$ cat src/rtl/uvf_pkg.sv
package uvf_pkg;
  typedef enum logic [1:0] {
    TH_NORMAL = 2'd0,
    TH_HOT    = 2'd1,
    TH_TRIP   = 2'd2
  } therm_e;

  function automatic int cnt_width(input int cycles);
    return (cycles > 1) ? $clog2(cycles) : 1;
  endfunction
endpackage

$ cat src/rtl/uvf_persist.sv
module uvf_persist #(
  parameter int PERSIST_CYC = 2500
) (
  input  logic clk,
  input  logic rst_n,
  input  logic raw_i,
  output logic flt_o
);
  localparam int CW = uvf_pkg::cnt_width(PERSIST_CYC);
  localparam logic [CW-1:0] LAST = CW'(PERSIST_CYC - 1);

  logic [CW-1:0] run_q;

  always_ff @(posedge clk or negedge rst_n) begin
    if (!rst_n) begin
      run_q <= '0;
      flt_o <= 1'b0;
    end else if (!raw_i) begin
      run_q <= '0;
      flt_o <= 1'b0;
    end else begin
      if (run_q != LAST) run_q <= run_q + 1'b1;
      flt_o <= (run_q == LAST);
    end
  end
endmodule

$ cat src/rtl/uvf_thermal.sv
module uvf_thermal (
  input  logic clk,
  input  logic rst_n,
  input  logic warn_i,
  input  logic crit_i,
  output logic flag_o,
  output logic trip_o
);
  import uvf_pkg::*;

  therm_e st_q, st_d;

  always_comb begin
    if (crit_i)                        st_d = TH_TRIP;
    else if (warn_i && st_q == TH_TRIP) st_d = TH_TRIP;
    else if (warn_i)                   st_d = TH_HOT;
    else                               st_d = TH_NORMAL;
  end

  always_ff @(posedge clk or negedge rst_n) begin
    if (!rst_n) st_q <= TH_NORMAL;
    else        st_q <= st_d;
  end

  assign flag_o = (st_q != TH_NORMAL);
  assign trip_o = (st_q == TH_TRIP);
endmodule

$ cat src/rtl/uvf_latches.sv
module uvf_latches #(
  parameter int               N_OUT    = 5,
  parameter logic [N_OUT-1:0] INT_PASS = '0,
  parameter logic [N_OUT-1:0] SB_MASK  = '0
) (
  input  logic             clk,
  input  logic             rst_n,
  input  logic             shdn_i,
  input  logic             startup_done_i,
  input  logic             active_i,
  input  logic [N_OUT-1:0] out_flt_i,
  input  logic             in_any_i,
  output logic [N_OUT-1:0] reg_lat_o,
  output logic             latch_off_o,
  output logic             force_s5_o
);
  logic sb_hit;
  assign sb_hit = |(out_flt_i & SB_MASK);

  for (genvar g = 0; g < N_OUT; g++) begin : g_rail
    if (INT_PASS[g]) begin : g_int
      always_ff @(posedge clk or negedge rst_n) begin
        if (!rst_n)           reg_lat_o[g] <= 1'b0;
        else if (shdn_i)      reg_lat_o[g] <= 1'b0;
        else if (out_flt_i[g]) reg_lat_o[g] <= 1'b1;
      end
    end else begin : g_ext
      assign reg_lat_o[g] = 1'b0;
    end
  end

  always_ff @(posedge clk or negedge rst_n) begin
    if (!rst_n) begin
      latch_off_o <= 1'b0;
      force_s5_o  <= 1'b0;
    end else begin
      if (!shdn_i && !startup_done_i && sb_hit) latch_off_o <= 1'b1;
      if (shdn_i || !in_any_i) force_s5_o <= 1'b0;
      else if (active_i)       force_s5_o <= 1'b1;
    end
  end
endmodule

$ cat src/rtl/uvf_supervisor.sv
module uvf_supervisor #(
  parameter int               N_OUT       = 5,
  parameter int               N_IN        = 3,
  parameter int               PERSIST_CYC = 2500,
  parameter logic [N_OUT-1:0] INT_PASS    = 5'b01001,
  parameter logic [N_OUT-1:0] SB_MASK     = 5'b00101
) (
  input  logic             clk,
  input  logic             rst_n,
  input  logic             shdn_i,
  input  logic             active_i,
  input  logic             startup_done_i,
  input  logic [N_OUT-1:0] out_uv_i,
  input  logic [N_OUT-1:0] out_armed_i,
  input  logic [N_IN-1:0]  in_uv_i,
  input  logic             temp_warn_i,
  input  logic             temp_crit_i,
  output logic             fault_o,
  output logic [N_OUT-1:0] reg_off_o,
  output logic             latch_off_o,
  output logic             force_s5_o
);
  logic [N_OUT-1:0] out_raw, out_flt, reg_lat;
  logic [N_IN-1:0]  in_flt;
  logic             th_flag, th_trip, global_off;

  assign out_raw = out_uv_i & out_armed_i;

  for (genvar g = 0; g < N_OUT; g++) begin : g_out_filt
    uvf_persist #(.PERSIST_CYC(PERSIST_CYC)) u_filt (
      .clk(clk), .rst_n(rst_n), .raw_i(out_raw[g]), .flt_o(out_flt[g]));
  end

  for (genvar g = 0; g < N_IN; g++) begin : g_in_filt
    uvf_persist #(.PERSIST_CYC(PERSIST_CYC)) u_filt (
      .clk(clk), .rst_n(rst_n), .raw_i(in_uv_i[g]), .flt_o(in_flt[g]));
  end

  uvf_thermal u_therm (
    .clk(clk), .rst_n(rst_n), .warn_i(temp_warn_i), .crit_i(temp_crit_i),
    .flag_o(th_flag), .trip_o(th_trip));

  uvf_latches #(.N_OUT(N_OUT), .INT_PASS(INT_PASS), .SB_MASK(SB_MASK)) u_lat (
    .clk(clk), .rst_n(rst_n), .shdn_i(shdn_i), .startup_done_i(startup_done_i),
    .active_i(active_i), .out_flt_i(out_flt), .in_any_i(|in_flt),
    .reg_lat_o(reg_lat), .latch_off_o(latch_off_o), .force_s5_o(force_s5_o));

  assign global_off = shdn_i | latch_off_o | th_trip;
  assign reg_off_o  = reg_lat | {N_OUT{global_off}};
  assign fault_o    = !shdn_i & ((|out_flt) | latch_off_o | th_flag | force_s5_o);
endmodule

$ cat config.mk
export PLATFORM = sky130hd
export DESIGN_NAME = uvf_supervisor
export DESIGN_NICKNAME = d
export VERILOG_FILES = /design/src/rtl/uvf_pkg.sv /design/src/rtl/uvf_persist.sv /design/src/rtl/uvf_thermal.sv /design/src/rtl/uvf_latches.sv /design/src/rtl/uvf_supervisor.sv
export SDC_FILE = /design/constraint.sdc
export NUM_CORES = 1
export LEC_CHECK = 0
export CORE_MARGIN = 2
export CORE_UTILIZATION = 30
export DETAILED_ROUTE_END_ITERATION = 10
export SLEW_MARGIN = 40
export SYNTH_ARGS = -nofsm -noshare
export SYNTH_HDL_FRONTEND = slang
export SYNTH_SLANG_ARGS = --single-unit
$ cat constraint.sdc
create_clock -name clk -period 1.45 [get_ports clk]
set_input_delay 0.29 -clock clk [delete_from_list [all_inputs] [get_ports clk]]
set_output_delay 0.29 -clock clk [all_outputs]
set_load 0.05 [all_outputs]
# ---- Word-level counts from Yosys, hierarchy flattened
# Index checks and enable logic that the tools add are counted.
dict set report totals {
  reg_bits 110
  wordCells 109
  in_bits 20
  output_inout_bits 8
}
dict set report op_classes {
  n_bitwise 8
  add_sub_neg 8
  n_eq_ne 25
  n_reduce_logical 14
  muxes 33
}
# cell count
set op_table {}
lappend op_table {{$mux 12} 16}
lappend op_table {{$add 12x1->12 const B} 8}
lappend op_table {{$eq 12x12->1 const B} 8}
lappend op_table {{$ne 12x12->1 const B} 8}
lappend op_table {{$ne 2x1->1 const B} 8}
lappend op_table {{$mux 1} 15}
lappend op_table {{$reduce_bool 2->1} 4}
lappend op_table {{$and 5x5->5} 1}
lappend op_table {{$or 1x1->1} 5}
lappend op_table {{$or 4x5->5} 1}
lappend op_table {{$reduce_or 5->1} 1}
lappend op_table {{$mux 2} 2}
lappend op_table {{$logic_and 1x1->1} 3}
lappend op_table {{$logic_not 1->1} 3}
lappend op_table {{$reduce_or 3->1} 1}
lappend op_table {{$eq 2x2->1 const B} 1}
lappend op_table {{$reduce_or 2->1} 1}
lappend op_table {{$and 1x1->1} 1}
lappend op_table {{$logic_or 1x1->1} 1}

# ---- Logic depth before layout (Yosys ltp)
# Gate-level depths: netlist (run 1).
dict set report depth {
  word_depth 5
  ltp_mapped 4
  depth_no_buf 4
}

# ---- By module
# Synthesis (run 1) repeated with hierarchy kept, for this count alone.
dict set report hier_totals {
  cells_unflattened 550
  area_unflattened_um2 5599.1
}
# module cells_per_inst n_inst area_per_inst_um2 seq_area_each_um2
set modules_own_cells {}
lappend modules_own_cells {uvf_persist 64 8 655.6 325.3}
lappend modules_own_cells {uvf_latches 17 1 167.7 100.1}
lappend modules_own_cells {uvf_supervisor 15 1 96.3 0.0}
lappend modules_own_cells {uvf_thermal 6 1 90.1 50.0}

# ---- Least setup slack after synthesis (run 1)
# Ideal clock, no wire load.
dict set report synth_timing {
  path_kind {flip-flop to output port}
  startpoint {register u_lat.latch_off_o}
  endpoint {output port fault_o}
  path_buffers 0
  arrival_time_ns 1.666
  slack_ns -0.506
  path_stages_with_launch 3
  t_required_ns 1.160
  path_cell_list {dfrtp_1 -> nor4_1 -> a31oi_1}
}
dict set report synth_between {
  elab_chain_cells 4
}
# element line_no
set synth_lines {}
lappend synth_lines {{start: declaration} uvf_latches.sv:14} ;# output logic latch_off_o,
lappend synth_lines {{start signal: assignment} uvf_latches.sv:34} ;# latch_off_o <= 1'b0;
lappend synth_lines {{start signal: assignment} uvf_latches.sv:37} ;# if (!shdn_i && !startup_done_i && sb_hit) latch_off_o <= 1'b1;
lappend synth_lines {{$or 1x1->1 (3 in series)} uvf_supervisor.sv:50} ;# assign fault_o = !shdn_i & ((|out_flt) | latch_off_o | th_flag | force_s5_o);
lappend synth_lines {{$and 1x1->1} uvf_supervisor.sv:50}
lappend synth_lines {{end: declaration} uvf_supervisor.sv:18} ;# output logic fault_o,
# No other way between the ends.

# ---- Worst setup path in the final report (run 1)
dict set report layout_timing {
  startpoint {register u_therm.st_q[1]}
  endpoint {output port reg_off_o[3]}
}
dict set report layout_between {
  elab_chain_cells 3
}
# element line_no
set layout_lines {}
lappend layout_lines {{start: declaration} uvf_thermal.sv:11} ;# therm_e st_q, st_d;
lappend layout_lines {{start signal: assignment} uvf_thermal.sv:22} ;# else st_q <= st_d;
lappend layout_lines {{$eq 2x2->1} uvf_thermal.sv:26} ;# assign trip_o = (st_q == TH_TRIP);
lappend layout_lines {{$or 1x1->1} uvf_supervisor.sv:48} ;# assign global_off = shdn_i | latch_off_o | th_trip;
lappend layout_lines {{$or 4x5->5} uvf_supervisor.sv:49} ;# assign reg_off_o = reg_lat | {N_OUT{global_off}};
lappend layout_lines {{end: declaration} uvf_supervisor.sv:19} ;# output logic [N_OUT-1:0] reg_off_o,
# No other way between the ends.

==> results of run 1 <==
## repair_timing
| action | 4_1_cts | 5_1_grt |
|---|---|---|
| cloned | 0 | 1 |
| hold buffers | 1 | 0 |
| setup endpoints to repair | 35 | 66 |
| pin swaps | 7 | 29 |
| endpoints found under the hold margin | 16 | 0 |
| setup buffers | 3 | 17 |
| resized for setup | 35 | 73 |
## cells in the final DEF, fill, tap and decap left out, types with 10 or more instances in the layout
cell	instances
dfrtp_1	98
buf_4	95
nand2_1	50
a21oi_1	42
o31ai_1	30
nand3_1	27
o21ai_0	26
nor2_1	24
or3_1	21
or4_1	21
clkdlybuf4s50_1	18
inv_1	17
xor2_1	16
mux2i_1	14
dfrtp_2	12
a21oi_2	11
nand4_1	10
## power by group through the flow
stage	sequential, mW	combinational, mW	clock, mW
3_5_place_dp	3.19	0.388	0
5_1_grt	3.15	0.490	2.85
3_3_place_gp	3.19	0.372	0
4_1_cts	3.14	0.407	2.72
2_1_floorplan	3.19	0.133	0
6_report	3.15	0.439	2.62
## cells by family (layout without fill, tap and decap cells)
group / count (synthesis) / count (layout) / synth area share
simple gates: 257 / 258 / 0.271
xor+xnor: 16 / 16 / 0.0253
compound gates: 126 / 126 / 0.138
fa+ha+maj: 8 / 8 / 0.0181
buf+inv: 33 / 164 / 0.0260
flops: 110 / 110 / 0.497
mux: 14 / 14 / 0.0253
## final timing paths
path,end,slack (ps),cells past startpoint
max,reg_off_o[3],-450,4
max reg2reg,g_out_filt[1].u_filt.run_q[1],-90,4
min reg2reg,u_lat.reg_lat_o[3],510,2
min in group clk,u_lat.reg_lat_o[3],510,2
min,g_out_filt[2].u_filt.run_q[7],350,2
max in group asynchronous,g_in_filt[1].u_filt.run_q[0],500,3
## registers in the layout, indices dropped and copies added (netlist names)
signal,flops
g_in_filt.u_filt.flt_o,3
u_lat.reg_lat_o,2
u_lat.latch_off_o,1
g_in_filt.u_filt.run_q,36
g_out_filt.u_filt.run_q,60
g_out_filt.u_filt.flt_o,5
u_therm.st_q,2
u_lat.force_s5_o,1
## through the flow
step / TNS (ps) / cells
CTS: -2590 / 908
global placement: -1490 / 888
finish: -2480 / 925
global route: -3620 / 925
floorplan: -355 / 564
detailed placement: -2410 / 888
## worst max-delay path: stages (launching register included)
cell     delay, ps
dfrtp_1        390
nor2b_4        130
or3_4          350
or2_4          240
buf_8          150
## layer usage
| layer | wire, um | up-vias | share of wire | track usage |
|---|---|---|---|---|
| li1 | - | 2380 | - | - |
| met1 | 5720 | 2449 | 0.43 | 0.162 |
| met2 | 7010 | 59 | 0.53 | 0.238 |
| met3 | 458 | 15 | 0.034 | 0.0359 |
| met4 | 158 | 0 | 0.012 | 0.0321 |
| met5 | 0 | - | 0 | 0 |
## area by class of cell
| type | instances | area (sq um) | share of cell area |
|---|---|---|---|
| Clock inverter | 4 | 53.8 | 0.00698 |
| Clock buffer | 12 | 267 | 0.0346 |
| Multi-Input combinational cell | 422 | 3130 | 0.406 |
| Inverter | 19 | 71.3 | 0.00926 |
| Timing Repair Buffer | 129 | 1130 | 0.146 |
| Tap cell | 229 | 287 | 0.0372 |
| Sequential cell | 110 | 2770 | 0.359 |
==> impl_metrics.csv, run 1 <==
group,metric,value,unit
outcome,status,"finished with violations",
outcome,violations,"setup timing",
timing,slew_headroom,0.687,
setup_path,path_class,"reg -> out",
route,final_antenna_net_count,0,
floorplan,rows,49,
yosys,synth_top_area_cell,"dfrtp_1",
route,dr.pass1.iters,4,
route,post_drt_wl_per_cell,14.4,um
yosys,synthTopCellsByArea,"dfrtp_1, a21oi_1, o31ai_1, or4_1, nand2_1",
layout,utilization,0.427,
route,drcViolationCount,0,
placement,port_buffers,27,
setup_path,timing.rr.start,"g_out_filt[1].u_filt.run_q[1]",
yosys,synth_nets,592,
power_and_ir_drop,p_clk_frac,0.422,
setup_path,cp.arrival,1610,ps
floorplan,die_x,140,um
setup_path,crit_path_max_fanout,4,
yosys,syn_area,0.00554,sq mm
yosys,syn_avg_cell_area,9.82,sq um
layout,diodes,0,
timing,clock_skew,5.82,ps
power_and_ir_drop,power_frac_comb,0.071,
placement,post-place-ws,-368,ps
grt,grt_antenna_before_repair,0,
layout,fill_cells,1724,
placement,gp_congestion,0.792,
timing,slew_viol_final,0,
yosys,synth_most_common_cell,"dfrtp_1",
yosys,synth_enable_flop_cells,0,
yosys,async_flop_share,1.00,
placement,post_dp_cell_area,0.00673,sq mm
timing,worst_pin_slew,467,ps
timing,timing.hold.ws,352,ps
yosys,synth_top_area_frac,0.497,
floorplan,dieArea,0.0196,sq mm
setup_path,startpoint_type,"register",
timing,grt_setup_unrepaired,"true",
grt,grt_pass1_vias,4866,
layout,nets,719,
yosys,syn_inst,564,
grt,grt_max_degree,56,
clocking,htree_levels,3,
grt,grt_pass1_wl,22000,um
grt,grt_use_total,0.134,
power_and_ir_drop,swShare,0.227,
layout,synthToLayoutAreaGrowth,39.0,%
layout,fin_area,0.00770,sq mm
yosys,ys_warn_count,0,
route,via_count,4903,
clocking,cts_inserted_buffers,9,
timing,setup_ws,-450,ps
route,drtIter0Drc,175,
clocking,cts-root-buf,"clkbuf_16",
clocking,numClockSinks,110,
yosys,yosys-top-cells-count,"dfrtp_1, nand2_1, a21oi_1, nand3_1, o31ai_1",
power_and_ir_drop,power_switching,1.41,mW
yosys,synth_ff_type,"dfrtp_1",
hold_path,worstHoldPathType,"in -> async",
power_and_ir_drop,internal_power,4.80,mW
setup_path,worst_setup_path_end_kind,"output port",
setup_path,startpoint,"u_therm.st_q[1]",
power_and_ir_drop,p_leak,3.02,nW
yosys,ys_seq_elements,110,
floorplan,die_h,140,um
timing,clock.fmax,0.526,GHz
placement,hpwlAfterDp,8960,um
setup_path,crit_required,1160,ps
clocking,clk_pin_slew,70,ps
power_and_ir_drop,fin_total_pwr,6.20,mW
floorplan,initial_utilization,0.307,
clocking,cts_tree,"yes",
power_and_ir_drop,p_per_area,805,mW/mm^2
yosys,synth.distinct_cells,48,
grt,grt_overflow_total,0,
route,routed_wl,13300,um
power_and_ir_drop,peakVddDrop,0.000758,V
clocking,cts_buffer_depth,2,
layout,layout-drive-gt1-share,0.318,
route,vias_per_cell,5.30,
timing,fin_crit,1900,ps
yosys,yosysSeqAreaShare,0.497,
flow_run,maxCapViolations,0,
timing,finalHoldViolCount,0,
floorplan,coreArea,0.0180,sq mm
power_and_ir_drop,power_frac_seq,0.507,
floorplan,boundaryPins,28,
timing,setup_viol,14,
timing,min_period_over_period,1.31,
clocking,insertion_delay,350,ps
(Power assumes the default switching activity.)
==> run 2, diff against run 1 <==
CELL_PAD_IN_SITES_DETAIL_PLACEMENT = 0   (was not set)
CELL_PAD_IN_SITES_GLOBAL_PLACEMENT = 1   (was not set)
PLACE_DENSITY_LB_ADDON = 0.1   (was not set)
==> run 2 against run 1 <==
Effect of this change: the run still ends with setup timing left; flip-flop and latch count unchanged; clock skew is 1.3 ps higher; die area did not move; clock-buffer cell count stayed put; via count decreased by 0.27%; utilization is 0.90 points higher; worst hold slack gained 20 ps; clock power about the same; total power is 0.59% higher; critical endpoint is now reg_off_o[0]; final cell count increased by 2.5%.
==> impl_metrics.csv, run 2 (synthesized netlist as in run 1, its figures left out) <==
group,metric,value,unit
timing,fin_crit,1890,ps
power_and_ir_drop,internal_power,4.77,mW
layout,top_regs,"g_out_filt.u_filt.run_q: 60 flops, g_in_filt.u_filt.run_q: 36 flops, g_out_filt.u_filt.flt_o: 5 flops",
floorplan,dieArea,0.0196,sq mm
clocking,cts-root-buf,"clkbuf_16",
grt,grt_use_met2,0.230,
power_and_ir_drop,peakVddDrop,0.000557,V
floorplan,initial_utilization,0.307,
grt,met1_usage,0.185,
power_and_ir_drop,p_clk_frac,0.421,
route,dr.pass1.iters,4,
power_and_ir_drop,fin_total_pwr,6.24,mW
timing,grt_setup_unrepaired,"true",
route,via_count,4890,
clocking,clk_pin_slew,70,ps
grt,grt_antenna_before_repair,0,
floorplan,rows,49,
layout,layout-drive-gt1-share,0.341,
grt,grt_use_total,0.139,
floorplan,boundaryPins,28,
timing,slew_headroom,0.753,
clocking,insertion_delay,350,ps
timing,min_period_over_period,1.31,
timing,setup_viol,12,
power_and_ir_drop,p_per_area,793,mW/mm^2
route,final_antenna_net_count,0,
route,routed_wl,13500,um
layout,synthToLayoutAreaGrowth,42.0,%
floorplan,die_x,140,um
timing,clock_skew,7.11,ps
outcome,violations,"setup timing",
route,drcViolationCount,0,
outcome,status,"finished with violations",
timing,setup-tns-final,-2620,ps
grt,grt_pass1_wl,22500,um
setup_path,startpoint_type,"register",
layout,largest_register,"g_out_filt.u_filt.run_q",
grt,grt_pass1_vias,4701,
timing,worst_pin_slew,370,ps
clocking,numClockSinks,110,
layout,nets,742,
power_and_ir_drop,swShare,0.235,
setup_path,crit_path_max_fanout,3,
power_and_ir_drop,p_leak,3.10,nW
layout,diodes,0,
placement,gp_congestion,0.776,
route,post_drt_wl_per_cell,14.3,um
hold_path,worstHoldPathType,"in -> async",
route,vias_per_cell,5.16,
clocking,cts_buffer_depth,2,
power_and_ir_drop,power_switching,1.47,mW
timing,clock.fmax,0.528,GHz
setup_path,cp.arrival,1600,ps
layout,layout_commonest_cell,"buf_4",
setup_path,path_class,"reg -> out",
setup_path,crit_required,1160,ps
route,drtIter0Drc,212,
layout,multi_input_area,0.00314,sq mm
clocking,htree_levels,3,
layout,utilization,0.436,
layout,largest_register_ff_count,60,
grt,grt-busiest-layer,"met2",
grt,use_met3,0.0342,
clocking,cts_inserted_buffers,9,
placement,port_buffers,27,
grt,grt_max_degree,43,
power_and_ir_drop,power_frac_comb,0.074,
layout,ff_latch_area,0.00277,sq mm
clocking,cts_tree,"yes",
flow_run,maxCapViolations,0,
timing,slew_viol_final,0,
timing,setup_ws,-444,ps
floorplan,die_h,140,um
timing,finalHoldViolCount,0,
layout,fill_cells,1746,
setup_path,worst_setup_path_end_kind,"output port",
grt,grt_overflow_total,0,
placement,hpwlAfterDp,9040,um
floorplan,coreArea,0.0180,sq mm
layout,mostFrequentLayoutCells,"buf_4, dfrtp_1, nand2_1, a21oi_1, o31ai_1",
power_and_ir_drop,power_frac_seq,0.504,
## run 2: cell types whose count changed in the layout (fill, tap and decap cells not counted), moves of 2 or more
| cell | previous run | this run |
|---|---|---|
| ha_2 | 4 | 1 |
| or3_1 | 21 | 19 |
| nand3_4 | 5 | 3 |
| or4_4 | 9 | 4 |
| nor4_2 | 3 | 8 |
| nor4_1 | 7 | 3 |
| nand3_2 | 4 | 6 |
| o21ai_0 | 26 | 24 |
| or4_1 | 21 | 26 |
| dfrtp_1 | 98 | 95 |
| buf_4 | 95 | 121 |
| buf_6 | 7 | 5 |
| dfrtp_2 | 12 | 15 |
| ha_4 | 4 | 7 |
## run 2: worst paths after layout
path | start | end | slack (ps) | depth (start not counted)
max in group asynchronous | rst_n | g_out_filt[4].u_filt.run_q[1] | 520 | 3
worst max-delay path | u_therm.st_q[1] | reg_off_o[0] | -440 | 4
worst min register to register | g_out_filt[0].u_filt.flt_o | u_lat.reg_lat_o[0] | 500 | 2
worst min-delay path | rst_n | g_out_filt[2].u_filt.run_q[6] | 370 | 2
min in group clk | g_out_filt[0].u_filt.flt_o | u_lat.reg_lat_o[0] | 500 | 2
worst max register to register | g_out_filt[1].u_filt.run_q[0] | g_out_filt[1].u_filt.run_q[1] | -100 | 4
## run 2: critical path, stage by stage (launching register included)
cell and delay (ps):
dfrtp_1 380, nor2b_4 130, or3_4 340, or2_4 260
buf_8 150
## run 2: final cells by class
type | instances | share of cell area
sequential | 110 | 0.352
multi-input combinational | 422 | 0.399
clock inverter | 4 | 0.00700
clock buffer | 12 | 0.0326
tap | 229 | 0.0364
inverter | 19 | 0.00907
timing repair buffer | 152 | 0.163
## run 2: repair_timing
action	in CTS	in global routing
hold buffers	1	0
resized for setup	23	83
pin swaps	3	23
gates cloned	0	1
setup buffers	5	17
endpoints found under the hold margin	18	0
setup endpoints to repair	27	64
## run 2: power by group through the flow
| stage | sequential [mW] | clock [mW] | combinational [mW] |
|---|---|---|---|
| 5_1_grt | 3.15 | 2.88 | 0.518 |
| 2_1_floorplan | 3.19 | 0 | 0.133 |
| 3_3_place_gp | 3.19 | 0 | 0.394 |
| 4_1_cts | 3.13 | 2.74 | 0.417 |
| 3_5_place_dp | 3.19 | 0 | 0.398 |
| 6_report | 3.15 | 2.63 | 0.464 |
## run 2: layer usage
layer,vias to the layer above,part of all wire
met3,13,0.026
met5,-,0
met2,45,0.49
met1,2402,0.47
li1,2430,-
met4,0,0.012
## run 2: through the flow
stage	setup WS (ps)	hold WS (ps)	std cells	area [sq um]
after floorplan	-91.9	-5.59	564	5590
after global placement	-339	213	908	6880
after detailed placement	-351	214	908	6880
after CTS	-456	374	930	7350
after global routing	-505	384	948	7870
final	-444	373	948	7870
